**config.mk**
```make
export PLATFORM = sky130hd
export DESIGN_NAME = xbus_wr_ctrl
export DESIGN_NICKNAME = d
export VERILOG_FILES = /design/src/rtl/xbw_pkg.sv /design/src/rtl/xbw_rdy_sync.sv /design/src/rtl/xbw_seq.sv /design/src/rtl/xbus_wr_ctrl.sv
export SDC_FILE = /design/constraint.sdc
export NUM_CORES = 1
export LEC_CHECK = 0
export BUFFER_PORTS_ARGS = -buffer_cell sky130_fd_sc_hd__buf_2
export CAP_MARGIN = 15
export CORE_MARGIN = 2
export CORE_UTILIZATION = 40
export DETAILED_ROUTE_END_ITERATION = 16
export GPL_ROUTABILITY_DRIVEN = 0
export PLACE_DENSITY = 0.66
export SLEW_MARGIN = 0
export SYNTH_ARGS = -nofsm -noshare
export SYNTH_HDL_FRONTEND = slang
export SYNTH_SLANG_ARGS = --single-unit
```
**constraint.sdc**
```tcl
create_clock -name clk_i -period 1.8 [get_ports clk_i]
set_input_delay 0.45 -clock clk_i [delete_from_list [all_inputs] [get_ports clk_i]]
set_output_delay 0.45 -clock clk_i [all_outputs]
set_load 0.05 [all_outputs]
```
**src/rtl/xbw_pkg.sv**
```systemverilog
package xbw_pkg;
  typedef enum logic [2:0] {
    ST_IDLE  = 3'd0,
    ST_LEAD  = 3'd1,
    ST_ACT   = 3'd2,
    ST_TRAIL = 3'd3,
    ST_REL   = 3'd4
  } xbw_state_e;
endpackage

```
**src/rtl/xbw_rdy_sync.sv**
```systemverilog
module xbw_rdy_sync #(
  parameter int STAGES = 2
) (
  input  logic clk_i,
  input  logic rst_ni,
  input  logic d_i,
  output logic q_o
);
  logic [STAGES-1:0] sr_q;

  always_ff @(posedge clk_i or negedge rst_ni) begin
    if (!rst_ni) sr_q[0] <= 1'b0;
    else         sr_q[0] <= d_i;
  end

  for (genvar i = 1; i < STAGES; i++) begin : g_stage
    always_ff @(posedge clk_i or negedge rst_ni) begin
      if (!rst_ni) sr_q[i] <= 1'b0;
      else         sr_q[i] <= sr_q[i-1];
    end
  end

  assign q_o = sr_q[STAGES-1];
endmodule

```
**src/rtl/xbw_seq.sv**
```systemverilog
module xbw_seq
  import xbw_pkg::*;
#(
  parameter int CNT_W     = 4,
  parameter int ASYNC_MIN = 3
) (
  input  logic             clk_i,
  input  logic             rst_ni,
  input  logic             start_i,
  input  logic [CNT_W-1:0] lead_i,
  input  logic [CNT_W-1:0] active_i,
  input  logic [CNT_W-1:0] trail_i,
  input  logic             async_i,
  input  logic             rdy_i,
  output xbw_state_e       state_o,
  output logic             last_o
);
  localparam logic [CNT_W-1:0] ONE  = CNT_W'(1);
  localparam logic [CNT_W-1:0] AMIN = CNT_W'(ASYNC_MIN);

  xbw_state_e       state_q;
  logic [CNT_W-1:0] cnt_q, act_q, trail_q;

  function automatic logic [CNT_W-1:0] at_least(input logic [CNT_W-1:0] v,
                                                input logic [CNT_W-1:0] m);
    return (v < m) ? m : v;
  endfunction

  always_ff @(posedge clk_i or negedge rst_ni) begin
    if (!rst_ni) begin
      state_q <= ST_IDLE;
      cnt_q   <= '0;
      act_q   <= ONE;
      trail_q <= ONE;
    end else begin
      unique case (state_q)
        ST_IDLE: if (start_i) begin
          state_q <= ST_LEAD;
          cnt_q   <= at_least(lead_i, ONE) - ONE;
          act_q   <= at_least(active_i, async_i ? AMIN : ONE);
          trail_q <= at_least(trail_i, ONE);
        end
        ST_LEAD: begin
          if (cnt_q == '0) begin
            state_q <= ST_ACT;
            cnt_q   <= act_q - ONE;
          end else cnt_q <= cnt_q - ONE;
        end
        ST_ACT: begin
          if (cnt_q != '0) cnt_q <= cnt_q - ONE;
          else if (rdy_i) begin
            state_q <= ST_TRAIL;
            cnt_q   <= trail_q - ONE;
          end
        end
        ST_TRAIL: begin
          if (cnt_q == '0) state_q <= ST_REL;
          else             cnt_q   <= cnt_q - ONE;
        end
        ST_REL:  state_q <= ST_IDLE;
        default: state_q <= ST_IDLE;
      endcase
    end
  end

  assign state_o = state_q;
  assign last_o  = (state_q == ST_TRAIL) && (cnt_q == '0);

  // wait state: low ready at the sample point keeps the active phase
  p_wait_hold_r4: assert property (@(posedge clk_i) disable iff (!rst_ni)
    (state_q == ST_ACT && cnt_q == '0 && !rdy_i) |=> (state_q == ST_ACT));
  p_lead_next_r2: assert property (@(posedge clk_i) disable iff (!rst_ni)
    (state_q == ST_LEAD) |=> (state_q == ST_LEAD || state_q == ST_ACT));
endmodule

```
**src/rtl/xbus_wr_ctrl.sv**
```systemverilog
module xbus_wr_ctrl
  import xbw_pkg::*;
#(
  parameter int ADDR_W = 19,
  parameter int DATA_W = 32,
  parameter int CNT_W  = 4
) (
  input  logic              clk_i,
  input  logic              rst_ni,
  input  logic              req_i,
  input  logic [ADDR_W-1:0] addr_i,
  input  logic [DATA_W-1:0] wdata_i,
  input  logic [CNT_W-1:0]  lead_i,
  input  logic [CNT_W-1:0]  active_i,
  input  logic [CNT_W-1:0]  trail_i,
  input  logic              async_rdy_i,
  input  logic              bus32_i,
  input  logic              ready_i,
  output logic              ack_o,
  output logic              cs_no,
  output logic [ADDR_W-1:0] addr_o,
  output logic [1:0]        we_no,
  output logic              rnw_o,
  output logic [DATA_W-1:0] data_o,
  output logic              data_oe_o
);
  localparam int HALF = DATA_W / 2;

  xbw_state_e        state;
  logic              start, rdy_sync, rdy_use, in_acc, strobe_n;
  logic [ADDR_W-1:0] addr_q;
  logic [DATA_W-1:0] data_q;
  logic              bus32_q, async_q;

  assign start = req_i && (state == ST_IDLE);

  always_ff @(posedge clk_i or negedge rst_ni) begin
    if (!rst_ni) begin
      addr_q  <= '0;
      data_q  <= '0;
      bus32_q <= 1'b1;
      async_q <= 1'b0;
    end else if (start) begin
      addr_q  <= addr_i;
      data_q  <= wdata_i;
      bus32_q <= bus32_i;
      async_q <= async_rdy_i;
    end
  end

  xbw_rdy_sync #(.STAGES(2)) u_sync (
    .clk_i (clk_i),
    .rst_ni(rst_ni),
    .d_i   (ready_i),
    .q_o   (rdy_sync)
  );

  assign rdy_use = async_q ? rdy_sync : ready_i;

  xbw_seq #(.CNT_W(CNT_W), .ASYNC_MIN(3)) u_seq (
    .clk_i   (clk_i),
    .rst_ni  (rst_ni),
    .start_i (start),
    .lead_i  (lead_i),
    .active_i(active_i),
    .trail_i (trail_i),
    .async_i (async_rdy_i),
    .rdy_i   (rdy_use),
    .state_o (state),
    .last_o  (ack_o)
  );

  assign in_acc    = (state == ST_LEAD) || (state == ST_ACT) || (state == ST_TRAIL);
  assign cs_no     = !in_acc;
  assign rnw_o     = !in_acc;
  assign strobe_n  = (state != ST_ACT);
  assign data_oe_o = (state == ST_ACT) || (state == ST_TRAIL) || (state == ST_REL);
  // idle bus: last address, bit 0 parked high
  assign addr_o    = (state == ST_IDLE) ? {addr_q[ADDR_W-1:1], 1'b1} : addr_q;
  assign we_no[0]  = strobe_n;
  assign we_no[1]  = bus32_q ? strobe_n : addr_o[0];
  assign data_o    = bus32_q ? data_q : {{(DATA_W-HALF){1'b0}}, data_q[HALF-1:0]};

  p_strobe_in_cs_r3: assert property (@(posedge clk_i) disable iff (!rst_ni)
    !we_no[0] |-> (!cs_no && !rnw_o && data_oe_o));
  p_ack_pulse_r6: assert property (@(posedge clk_i) disable iff (!rst_ni)
    ack_o |=> (!ack_o && cs_no && data_oe_o));
  p_data_past_rnw_r7: assert property (@(posedge clk_i) disable iff (!rst_ni)
    $rose(rnw_o) |-> data_oe_o);
  p_addr_hold_r7: assert property (@(posedge clk_i) disable iff (!rst_ni)
    $rose(cs_no) |-> $stable(addr_o));
  p_idle_a0_r7: assert property (@(posedge clk_i) disable iff (!rst_ni)
    (cs_no && !data_oe_o) |-> addr_o[0]);
  p_oe_with_strobe_r9: assert property (@(posedge clk_i) disable iff (!rst_ni)
    $fell(we_no[0]) |-> $rose(data_oe_o));
endmodule

```
==> impl_metrics.prom, run 1 <==
# TYPE chip_impl_metric gauge
chip_impl_metric{name="synth_cell_area",unit="um2"} 3482
chip_impl_metric{name="worst_ep_required_time",unit="ns"} 1.35
chip_impl_metric{name="fin_setup_tns",unit="ns"} -1.678
chip_impl_metric{name="number_of_antenna_violations_at_the_first_check_in_global_routing",unit=""} 0
chip_impl_metric{name="synthesis.area_per_instance",unit="um2"} 12.18
chip_impl_metric{name="final-max-slew-violation-count",unit=""} 0
chip_impl_metric{name="design.portCount",unit=""} 126
chip_impl_info{name="synth-main-ff-cell",value="dfrtp_1"} 1
chip_impl_info{name="critical_path.cell_chain",value="or3b_4 -> mux2_4 -> buf_8"} 1
chip_impl_metric{name="final_design_area_no_fill",unit="um2"} 4796
chip_impl_metric{name="synth-seq-cells",unit=""} 70
chip_impl_metric{name="dp_worst_setup_slack",unit="ns"} -0.02767
chip_impl_metric{name="route.detailed.wl_per_inst",unit="um"} 14.02
chip_impl_metric{name="critical_path_peak_fanout",unit=""} 3
chip_impl_metric{name="dr.first_iter.drc_count",unit=""} 45
chip_impl_metric{name="critical_path_arrival",unit="ns"} 1.58
chip_impl_metric{name="final.setup_skew",unit="ns"} 0.01122
chip_impl_metric{name="cts.path.max_buffers",unit=""} 2
chip_impl_metric{name="antenna_cells",unit=""} 0
chip_impl_metric{name="ys_async_sr_fraction",unit="%"} 100.0
chip_impl_metric{name="cts_made_buffers",unit=""} 9
chip_impl_metric{name="critical_path.max_stage_delay",unit="ns"} 0.42
chip_impl_metric{name="synth_cell_type_count",unit=""} 38
chip_impl_info{name="ys_top_cells_by_area",value="dfrtp_1, mux2_2, buf_4"} 1
chip_impl_metric{name="die_height",unit="um"} 97.30
chip_impl_metric{name="detailedPlacementHpwl",unit="um"} 4976
chip_impl_metric{name="max_clock_freq",unit="MHz"} 492.0
chip_impl_metric{name="ys_warn_count",unit=""} 0
chip_impl_metric{name="final_layout_size_suffix_gt1_share",unit="%"} 65.06
chip_impl_info{name="timing.critical_path.to_type",value="output port"} 1
chip_impl_info{name="setup.worst_path.start_class",value="flip-flop"} 1
chip_impl_metric{name="power_density",unit="nW/um2"} 2202
chip_impl_metric{name="first_pass_iters",unit=""} 4
chip_impl_info{name="cts_root_buffer",value="clkbuf_8"} 1
chip_impl_metric{name="grt-ovfl-total",unit=""} 0
chip_impl_metric{name="finalHoldWorstSlack",unit="ns"} 0.1317
chip_impl_metric{name="global_route_wire_length_before_repair",unit="um"} 11960
chip_impl_metric{name="area_growth",unit="%"} 37.73
chip_impl_metric{name="initial_utilization",unit="%"} 40.52
chip_impl_info{name="timing.critical_path.from",value="u_seq.state_o[0]"} 1
chip_impl_metric{name="first_global_vias",unit=""} 2535
chip_impl_metric{name="area.sequential",unit="um2"} 1755
chip_impl_metric{name="worst_skew_pair.late_latency",unit="ns"} 0.33
chip_impl_metric{name="die_x",unit="um"} 97.30
chip_impl_info{name="status",value="finished, violations left"} 1
chip_impl_metric{name="timing_worst_slew_pin_value",unit="ns"} 0.4401
chip_impl_metric{name="drc",unit=""} 0
chip_impl_info{name="netlist.top_cell.by_area",value="dfrtp_1"} 1
chip_impl_metric{name="floorplan.die_area",unit="um2"} 9467
chip_impl_metric{name="grt_usage",unit="%"} 15.44
chip_impl_info{name="tritoncts",value="done"} 1
chip_impl_metric{name="layout_setup_ws",unit="ns"} -0.2325
chip_impl_metric{name="multi_input_area",unit="um2"} 1455
chip_impl_info{name="violated_checks",value="negative setup slack"} 1
chip_impl_metric{name="portBuffers",unit=""} 125
chip_impl_metric{name="synth-edff-count",unit=""} 0
chip_impl_metric{name="layout_min_cycle_time",unit="ns"} 2.032
chip_impl_metric{name="hold_buffers",unit=""} 0
chip_impl_info{name="grt_setup_unrepaired",value="true"} 1
chip_impl_metric{name="dr_vias",unit=""} 2562
chip_impl_metric{name="final_cycle_utilization_of_the_critical_path",unit="%"} 112.9
chip_impl_metric{name="synth_largest_type_area_fraction",unit="%"} 48.15
chip_impl_info{name="crit-reg2reg-launch",value="u_seq.cnt_q[0]"} 1
chip_impl_metric{name="final_antenna_net_count",unit=""} 0
chip_impl_info{name="critical-path-slowest-cell",value="dfrtp_1"} 1
chip_impl_info{name="worst-setup-path-type",value="reg -> out"} 1
chip_impl_info{name="hold_path_class",value="in -> async"} 1
chip_impl_metric{name="seq_area_frac_synth",unit="%"} 50.41
chip_impl_metric{name="postPlaceCellArea",unit="um2"} 4096
chip_impl_metric{name="fin_nets",unit=""} 485
chip_impl_metric{name="finalSetupViolations",unit=""} 19
chip_impl_metric{name="row_count",unit=""} 34
chip_impl_metric{name="synth.net_count",unit=""} 361
chip_impl_metric{name="clk_pin_slew",unit="ns"} 0.08
chip_impl_metric{name="p_leak",unit="nW"} 2.265
chip_impl_metric{name="wirelength",unit="um"} 7332
chip_impl_metric{name="vias_per_cell",unit=""} 4.899
chip_impl_metric{name="worst_ir_drop_vdd",unit="mV"} 0.7536
chip_impl_metric{name="timing.max_slew.rel_slack",unit="%"} 70.53
chip_impl_metric{name="timing.max_cap.violations",unit=""} 0
chip_impl_metric{name="clock_sink_count",unit=""} 70
chip_impl_metric{name="syn-instance-count",unit=""} 286
chip_impl_metric{name="largest_net_degree_at_the_start_of_global_routing",unit=""} 71
chip_impl_metric{name="h-tree-depth",unit=""} 3
chip_impl_metric{name="final_hold_viol_count",unit=""} 0
chip_impl_metric{name="coreArea",unit="um2"} 8593
chip_impl_metric{name="nFillCells",unit=""} 725
repair_timing:
| item | 4_1_cts | 5_1_grt |
|---|---|---|
| gates resized for setup | 85 | 14 |
| gates cloned | 0 | 1 |
| buffers inserted | 14 | 4 |
| endpoints found under the setup margin | 25 | 82 |
| pin swaps | 5 | 5 |
| hold endpoints to repair | 0 | 0 |
kinds of logic after synthesis:
kind of cell    count (synthesis)  synth area share, %
compound gates                 33                6.288
xor+xnor                        5                1.258
buf+inv                        57                10.85
fa+ha+maj                       6                2.156
mux                            62                19.91
flops                          70                50.41
simple gates                   53                9.127
report_power, final:
group / switching (mW) / internal (mW)
Combinational: 3.67 / 2.63
Sequential: 0.476 / 2.37
Clock: 0.620 / 0.791
sequential cells by signal, summed over array words and instances, names as in the netlist:
register       count
u_seq.cnt_q        4
u_seq.act_q        4
bus32_q            1
async_q            1
u_sync.sr_q        1
u_seq.trail_q      4
u_seq.state_o      3
addr_q            19
u_sync.q_o         1
data_q            32
worst max-delay path: cells and delay by family, from the launching register on:
family | cells | cell delay, ns
buf+inv | 1 | 0.15
flops | 1 | 0.42
mux | 1 | 0.28
simple gates | 1 | 0.39
cell usage after synthesis, drive strengths merged (3+ instances only):
library cell and n:
dfrtp 67, mux2 58, buf 44, and2 17
inv 9, nor3 9, o21ai 8, a21oi 6
ha 6, nand2 6, nor2 5, xnor2 5
clkbuf 4, mux2i 4, nand3 4, a211oi 3
a31oi 3, dfstp 3, or3b 3, or4 3
per-layer routing:
layer	up-vias	routed length, um	track usage (%)
met1	1235	3209	20.82
met3	11	515	3.669
met2	102	3512	24.57
met5	-	0	0
li1	1214	-	-
met4	0	95	5.235
through the flow:
step / util, % / power, mW / std cells
floorplan: - / 7.464 / 286
global placement: 47.67 / 8.043 / 488
detailed placement: 47.67 / 8.126 / 488
CTS: 54.59 / 10.42 / 518
global route: 55.81 / 11.15 / 523
finish: 55.81 / 10.56 / 523
cells in the final DEF, fill, tap and decap left out, types with 4 or more instances in the layout:
master / count
xnor2_1: 5
ha_1: 5
nor2_1: 5
o21ai_0: 7
buf_6: 11
inv_1: 7
buf_8: 21
mux2_2: 57
buf_2: 102
dfrtp_1: 67
clkbuf_8: 9
nand3_1: 4
and2_4: 17
nor3_1: 7
nand2_1: 5
buf_4: 24
mux2i_1: 4
a21oi_1: 6
path summary, 6_finish.rpt:
| kind | endpoint | slack [ns] | cells after the start |
|---|---|---|---|
| setup reg to reg | u_seq.cnt_q[3] | -0.10 | 7 |
| max in group asynchronous | bus32_q | 1.34 | 2 |
| hold / removal | data_q[26] | 0.13 | 2 |
| hold reg to reg | u_sync.q_o | 0.35 | 0 |
| setup / recovery | we_no[1] | -0.23 | 3 |
| min in group clk_i | u_sync.sr_q[0] | 0.25 | 1 |
area by class of cell:
cell class              instances  share of cell area [%]
multi-input cells             159                   30.34
well taps                     108                   2.818
flip-flops and latches         70                   36.60
inverters                       9                  0.7044
clock inverters                 6                   1.957
repair buffers                161                   24.92
clock buffers                  10                   2.661
Power figures use the tool's default switching activity.
==> run 2, diff against run 1 <==
CORE_ASPECT_RATIO = 2   (was not set)
REMOVE_ABC_BUFFERS = 1   (was not set)
==> impl_metrics.prom, run 2 (synthesis gave the netlist of run 1 again) <==
# TYPE chip_impl_metric gauge
chip_impl_info{name="status",value="finished, violations left"} 1
chip_impl_info{name="violated_checks",value="negative setup slack"} 1
chip_impl_metric{name="final_design_area_no_fill",unit="um2"} 4959
chip_impl_metric{name="worst_ep_required_time",unit="ns"} 1.35
chip_impl_metric{name="final_cycle_utilization_of_the_critical_path",unit="%"} 112.8
chip_impl_metric{name="layout_min_cycle_time",unit="ns"} 2.030
chip_impl_info{name="crit-reg2reg-launch",value="u_seq.cnt_q[1]"} 1
chip_impl_metric{name="regToRegSetupSlack",unit="ns"} -0.20
chip_impl_metric{name="portBuffers",unit=""} 125
chip_impl_metric{name="first_global_vias",unit=""} 2833
chip_impl_metric{name="grt-ovfl-total",unit=""} 0
chip_impl_metric{name="layout_setup_ws",unit="ns"} -0.2297
chip_impl_metric{name="die_height",unit="um"} 136.0
chip_impl_info{name="registers.top_by_ff_count",value="data_q"} 1
chip_impl_metric{name="final.setup_skew",unit="ns"} 0.006871
chip_impl_metric{name="timing.max_cap.violations",unit=""} 0
chip_impl_metric{name="final_antenna_net_count",unit=""} 0
chip_impl_metric{name="max_clock_freq",unit="MHz"} 492.7
chip_impl_metric{name="p_leak",unit="nW"} 2.352
chip_impl_metric{name="wirelength",unit="um"} 8815
chip_impl_metric{name="dr_vias",unit=""} 2661
chip_impl_metric{name="row_count",unit=""} 48
chip_impl_metric{name="nFillCells",unit=""} 713
chip_impl_metric{name="floorplan.die_area",unit="um2"} 9513
chip_impl_metric{name="sw_frac_of_total",unit="%"} 44.19
chip_impl_info{name="grt_setup_unrepaired",value="true"} 1
chip_impl_metric{name="fin_setup_tns",unit="ns"} -1.599
chip_impl_info{name="reg.largest.list",value="data_q x32, addr_q x19"} 1
chip_impl_metric{name="finalSetupViolations",unit=""} 18
chip_impl_metric{name="number_of_antenna_violations_at_the_first_check_in_global_routing",unit=""} 0
chip_impl_metric{name="antenna_cells",unit=""} 0
chip_impl_metric{name="worst_ir_drop_vdd",unit="mV"} 1.401
chip_impl_metric{name="die_x",unit="um"} 69.98
chip_impl_metric{name="cellInternalPower",unit="mW"} 6.305
chip_impl_metric{name="hold_buffers",unit=""} 0
chip_impl_info{name="cts_root_buffer",value="clkbuf_16"} 1
chip_impl_metric{name="clk_pin_slew",unit="ns"} 0.06
chip_impl_info{name="layout_common_cells",value="buf_2, dfrtp_1, mux2_2"} 1
chip_impl_metric{name="postPlaceCellArea",unit="um2"} 4100
chip_impl_metric{name="largest_net_degree_at_the_start_of_global_routing",unit=""} 71
chip_impl_info{name="final_common_cell",value="buf_2"} 1
chip_impl_metric{name="coreArea",unit="um2"} 8528
chip_impl_info{name="tritoncts",value="done"} 1
chip_impl_metric{name="p_seq_share",unit="%"} 25.6
chip_impl_info{name="worst-setup-path-type",value="reg -> out"} 1
chip_impl_metric{name="detailedPlacementHpwl",unit="um"} 5813
chip_impl_metric{name="critical_path_peak_fanout",unit=""} 4
chip_impl_metric{name="cts_made_buffers",unit=""} 9
chip_impl_metric{name="dp_worst_setup_slack",unit="ns"} -0.1739
chip_impl_metric{name="fin_nets",unit=""} 492
chip_impl_metric{name="finalHoldWorstSlack",unit="ns"} 0.1265
chip_impl_info{name="timing.critical_path.from",value="u_seq.state_o[1]"} 1
chip_impl_metric{name="final_hold_viol_count",unit=""} 0
chip_impl_metric{name="grt_usage",unit="%"} 18.37
chip_impl_metric{name="timing_worst_slew_pin_value",unit="ns"} 0.4168
chip_impl_metric{name="final_layout_size_suffix_gt1_share",unit="%"} 66.35
chip_impl_metric{name="global_route_wire_length_before_repair",unit="um"} 13540
chip_impl_metric{name="drc",unit=""} 0
chip_impl_metric{name="number_of_flip_flops_in_the_largest_register",unit=""} 32
chip_impl_metric{name="fin_total_pwr",unit="mW"} 11.30
chip_impl_metric{name="critical_path_arrival",unit="ns"} 1.58
chip_impl_metric{name="worst_skew_pair.late_latency",unit="ns"} 0.33
chip_impl_metric{name="final-max-slew-violation-count",unit=""} 0
chip_impl_metric{name="clock_power_share",unit="%"} 15.5
chip_impl_metric{name="power_density",unit="nW/um2"} 2278
chip_impl_metric{name="clock_sink_count",unit=""} 70
chip_impl_metric{name="route.detailed.wl_per_inst",unit="um"} 16.89
chip_impl_metric{name="dr.first_iter.drc_count",unit=""} 84
chip_impl_metric{name="p_switching",unit="mW"} 4.991
chip_impl_metric{name="power.combinational.fraction",unit="%"} 58.9
chip_impl_info{name="setup.worst_path.start_class",value="flip-flop"} 1
chip_impl_metric{name="initial_utilization",unit="%"} 40.83
chip_impl_metric{name="vias_per_cell",unit=""} 5.098
chip_impl_info{name="timing.critical_path.to_type",value="output port"} 1
chip_impl_metric{name="dp.cells",unit=""} 486
chip_impl_info{name="hold_path_class",value="in -> async"} 1
chip_impl_metric{name="final_design_utilization",unit="%"} 58.14
chip_impl_metric{name="timing.max_slew.rel_slack",unit="%"} 72.09
chip_impl_metric{name="design.portCount",unit=""} 126
chip_impl_metric{name="reg2regPathDepth",unit=""} 7
chip_impl_info{name="worst_r2r_endpoint",value="u_seq.cnt_q[3]"} 1
chip_impl_metric{name="first_pass_iters",unit=""} 4
chip_impl_metric{name="area_growth",unit="%"} 42.40
chip_impl_metric{name="final_cells",unit=""} 522
chip_impl_metric{name="h-tree-depth",unit=""} 3
chip_impl_metric{name="cts.path.max_buffers",unit=""} 2
-- run 2: cell types whose count changed in the layout (fill, tap and decap cells not counted), moves of 2 or more --
| cell | change |
|---|---|
| clkinv_4 | -2 |
| clkbuf_16 | +9 |
| buf_12 | +3 |
| buf_4 | +4 |
| clkbuf_8 | -8 |
| buf_6 | +2 |
| clkinv_2 | +2 |
| buf_8 | -2 |
-- run 2: what timing repair did --
item                       CTS  global route
pin swaps                    4             7
setup endpoints to repair   33            77
gates cloned                 1             1
gates resized for setup     94            18
buffers inserted            14             6
-- run 2: cell type report --
class	count	area (um2)	area share (%)
clock inverters	4	47.55	0.9589
well taps	100	125.1	2.523
multi-input cells	159	1471	29.67
inverters	9	33.78	0.6813
clock buffers	12	246.5	4.971
repair buffers	168	1277	25.76
flip-flops and latches	70	1757	35.43
-- run 2: critical path, stage by stage, from the launching register on --
cell and delay [ns]:
dfrtp_2 0.41, or3b_4 0.40, mux2_4 0.28, buf_8 0.15
-- run 2: metal layers --
| metal | GRT usage (%) | wire [um] |
|---|---|---|
| met5 | 0 | 0 |
| met3 | 3.188 | 406 |
| met2 | 33.76 | 5039 |
| met1 | 18.90 | 3008 |
| met4 | 11.54 | 361 |
-- run 2: power by group through the flow --
| stage | clock network (mW) | registers [mW] | logic, mW |
|---|---|---|---|
| after floorplan | 0 | 4.20 | 2.49 |
| after global placement | 0 | 2.83 | 5.29 |
| after detailed placement | 0 | 2.88 | 5.35 |
| after CTS | 1.78 | 2.86 | 6.47 |
| after global routing | 1.87 | 2.98 | 7.00 |
| final | 1.75 | 2.89 | 6.66 |
-- run 2: how the worst max path moves through the flow --
stage,to,depth (start not counted)
after global routing,ack_o,6
after floorplan,u_seq.cnt_q[3],4
final,we_no[1],3
after detailed placement,u_seq.cnt_q[3],6
after global placement,u_seq.cnt_q[3],6
after CTS,we_no[1],3
==> run 3, diff against run 2 <==
CORE_UTILIZATION = 45   (was 40)
PLACE_DENSITY = 0.73   (was 0.66)
==> impl_metrics.prom, run 3 (synthesis gave the netlist of run 1 again) <==
# TYPE chip_impl_metric gauge
chip_impl_info{name="status",value="finished, violations left"} 1
chip_impl_info{name="violated_checks",value="negative setup slack"} 1
chip_impl_metric{name="detailroute.wirelength.met3",unit="um"} 419
chip_impl_metric{name="grt_usage",unit="%"} 19.14
chip_impl_info{name="final_common_cell",value="buf_2"} 1
chip_impl_metric{name="first_global_vias",unit=""} 2670
chip_impl_metric{name="dr_vias",unit=""} 2628
chip_impl_metric{name="p_seq_share",unit="%"} 26.4
chip_impl_metric{name="area_growth",unit="%"} 38.63
chip_impl_metric{name="number_of_antenna_violations_at_the_first_check_in_global_routing",unit=""} 0
chip_impl_metric{name="final_design_utilization",unit="%"} 63.98
chip_impl_metric{name="fin_setup_tns",unit="ns"} -0.8996
chip_impl_metric{name="final.setup_skew",unit="ns"} 0.006341
chip_impl_metric{name="wirelength",unit="um"} 8115
chip_impl_metric{name="worst_skew_pair.late_latency",unit="ns"} 0.32
chip_impl_metric{name="power.combinational.fraction",unit="%"} 59.0
chip_impl_info{name="reg.largest.list",value="data_q x32, addr_q x19"} 1
chip_impl_metric{name="clock_power_share",unit="%"} 14.6
chip_impl_metric{name="sw_frac_of_total",unit="%"} 44.52
chip_impl_metric{name="timing.max_cap.violations",unit=""} 0
chip_impl_metric{name="reg2regPathDepth",unit=""} 7
chip_impl_metric{name="die_height",unit="um"} 128.4
chip_impl_info{name="crit-reg2reg-launch",value="u_seq.cnt_q[0]"} 1
chip_impl_metric{name="fin_total_pwr",unit="mW"} 10.90
chip_impl_metric{name="timing.max_slew.rel_slack",unit="%"} 66.59
chip_impl_info{name="hold_path_class",value="in -> async"} 1
chip_impl_metric{name="worst_ep_required_time",unit="ns"} 1.35
chip_impl_metric{name="critical_path_arrival",unit="ns"} 1.55
chip_impl_metric{name="critical_path_peak_fanout",unit=""} 3
chip_impl_metric{name="portBuffers",unit=""} 125
chip_impl_metric{name="fin_nets",unit=""} 483
chip_impl_metric{name="timing_worst_slew_pin_value",unit="ns"} 0.4989
chip_impl_metric{name="final_cycle_utilization_of_the_critical_path",unit="%"} 111.3
chip_impl_info{name="grt_setup_unrepaired",value="true"} 1
chip_impl_metric{name="number_of_flip_flops_in_the_largest_register",unit=""} 32
chip_impl_info{name="timing.critical_path.to_type",value="output port"} 1
chip_impl_metric{name="vias_per_cell",unit=""} 5.183
chip_impl_metric{name="power_density",unit="nW/um2"} 2258
chip_impl_metric{name="dp_worst_setup_slack",unit="ns"} -0.1507
chip_impl_metric{name="critical_path.max_stage_delay",unit="ns"} 0.40
chip_impl_metric{name="first_pass_iters",unit=""} 4
chip_impl_info{name="setup.worst_path.start_class",value="flip-flop"} 1
chip_impl_metric{name="global_route_wire_length_before_repair",unit="um"} 12290
chip_impl_metric{name="p_leak",unit="nW"} 2.279
chip_impl_info{name="layout_common_cells",value="buf_2, dfrtp_1, mux2_2"} 1
chip_impl_info{name="worst_r2r_endpoint",value="u_seq.cnt_q[3]"} 1
chip_impl_metric{name="drc",unit=""} 0
chip_impl_info{name="cts_root_buffer",value="clkbuf_16"} 1
chip_impl_metric{name="coreArea",unit="um2"} 7545
chip_impl_metric{name="hold_buffers",unit=""} 0
chip_impl_metric{name="h-tree-depth",unit=""} 3
chip_impl_info{name="top_layer",value="met4"} 1
chip_impl_metric{name="final_layout_size_suffix_gt1_share",unit="%"} 65.62
chip_impl_info{name="tritoncts",value="done"} 1
chip_impl_metric{name="regToRegSetupSlack",unit="ns"} -0.10
chip_impl_metric{name="finalSetupViolations",unit=""} 7
chip_impl_info{name="critical_path.cell_chain",value="or3b_4 -> mux2_4 -> buf_8"} 1
chip_impl_metric{name="final_hold_viol_count",unit=""} 0
chip_impl_metric{name="worst_ir_drop_vdd",unit="mV"} 1.227
chip_impl_metric{name="met2_wire_length",unit="um"} 4741
chip_impl_metric{name="antenna_cells",unit=""} 0
chip_impl_metric{name="grt-ovfl-total",unit=""} 0
chip_impl_metric{name="row_count",unit=""} 45
chip_impl_metric{name="clock_sink_count",unit=""} 70
chip_impl_metric{name="floorplan.die_area",unit="um2"} 8500
chip_impl_metric{name="die_x",unit="um"} 66.20
chip_impl_metric{name="clk_pin_slew",unit="ns"} 0.05
chip_impl_metric{name="initial_utilization",unit="%"} 46.15
chip_impl_info{name="worst-setup-path-type",value="reg -> out"} 1
chip_impl_metric{name="max_clock_freq",unit="MHz"} 499.4
chip_impl_metric{name="layout_min_cycle_time",unit="ns"} 2.003
chip_impl_metric{name="largest_net_degree_at_the_start_of_global_routing",unit=""} 71
chip_impl_metric{name="design.portCount",unit=""} 126
chip_impl_metric{name="cellInternalPower",unit="mW"} 6.046
chip_impl_metric{name="final_antenna_net_count",unit=""} 0
chip_impl_metric{name="cts_made_buffers",unit=""} 9
chip_impl_info{name="registers.top_by_ff_count",value="data_q"} 1
chip_impl_metric{name="met1_length",unit="um"} 2621
chip_impl_metric{name="cts.path.max_buffers",unit=""} 2
chip_impl_metric{name="detailedPlacementHpwl",unit="um"} 5843
chip_impl_metric{name="layout_setup_ws",unit="ns"} -0.2026
chip_impl_metric{name="dr.first_iter.drc_count",unit=""} 94
chip_impl_metric{name="final-max-slew-violation-count",unit=""} 0
chip_impl_metric{name="route.detailed.wl_per_inst",unit="um"} 16.01
chip_impl_metric{name="p_switching",unit="mW"} 4.851
chip_impl_info{name="critical-path-slowest-cell",value="dfrtp_2"} 1
[run 3: cell count changes in the layout (fill, tap and decap cells not counted), moves of 2 or more]
cell / before / now
buf_4: 28 / 22
buf_12: 5 / 3
buf_6: 13 / 11
buf_8: 19 / 21
clkbuf_1: 2 / 4
[run 3: per-stage QoR]
stage | hold WS (ns) | std cells | instance area, um2
CTS | 0.1535 | 501 | 4606
floorplan | 0.1544 | 238 | 3138
finish | 0.1284 | 507 | 4827
global placement | 0.3377 | 477 | 4070
detailed placement | 0.3485 | 477 | 4070
global route | 0.1739 | 507 | 4827
[run 3: worst max-delay path: cells and delay by family, from the launching register on]
family                 cells  cell delay, ns
DFF                        1            0.40
and+or+nand+nor            1            0.40
muxes                      1            0.28
buffers and inverters      1            0.15
[run 3: power by group through the flow]
stage / Combinational [mW] / Clock [mW] / Sequential [mW]
finish: 6.43 / 1.59 / 2.88
CTS: 5.91 / 1.63 / 2.85
global placement: 5.23 / 0 / 2.81
detailed placement: 5.31 / 0 / 2.86
global route: 6.77 / 1.69 / 2.97
floorplan: 2.49 / 0 / 4.20
[run 3: what timing repair did]
action	4_1_cts	5_1_grt
setup endpoints to repair	22	27
gates cloned	0	1
resized for setup	65	50
buffers inserted	8	6
pin swaps	8	11
[run 3: how the worst max path moves through the flow]
| stage | startpoint | end | slack, ns | cells after the start |
|---|---|---|---|---|
| after global routing | u_seq.cnt_q[1] | ack_o | -0.29 | 6 |
| after detailed placement | u_seq.cnt_q[0] | u_seq.cnt_q[3] | -0.15 | 6 |
| after global placement | u_seq.cnt_q[0] | u_seq.cnt_q[3] | -0.06 | 6 |
| after floorplan | u_seq.state_o[0] | u_seq.cnt_q[3] | -0.99 | 4 |
| after CTS | u_seq.cnt_q[1] | ack_o | -0.30 | 6 |
| final | u_seq.state_o[1] | we_no[1] | -0.20 | 3 |
[run 3: final cells by class]
cell class / count / area (um2)
clock buffer: 15 / 267.8
clock inverter: 1 / 5.005
fill: 595 / 2718
inverter: 9 / 33.78
multi-input combinational: 159 / 1471
sequential: 70 / 1757
tap: 94 / 117.6
timing repair buffer: 159 / 1175
[run 3: layer usage]
metal  global-route usage [%]  vias up
li1                         -     1211
met1                    18.94     1303
met2                    35.00       91
met3                    5.157       23
met4                    10.08        0
met5                        0        -
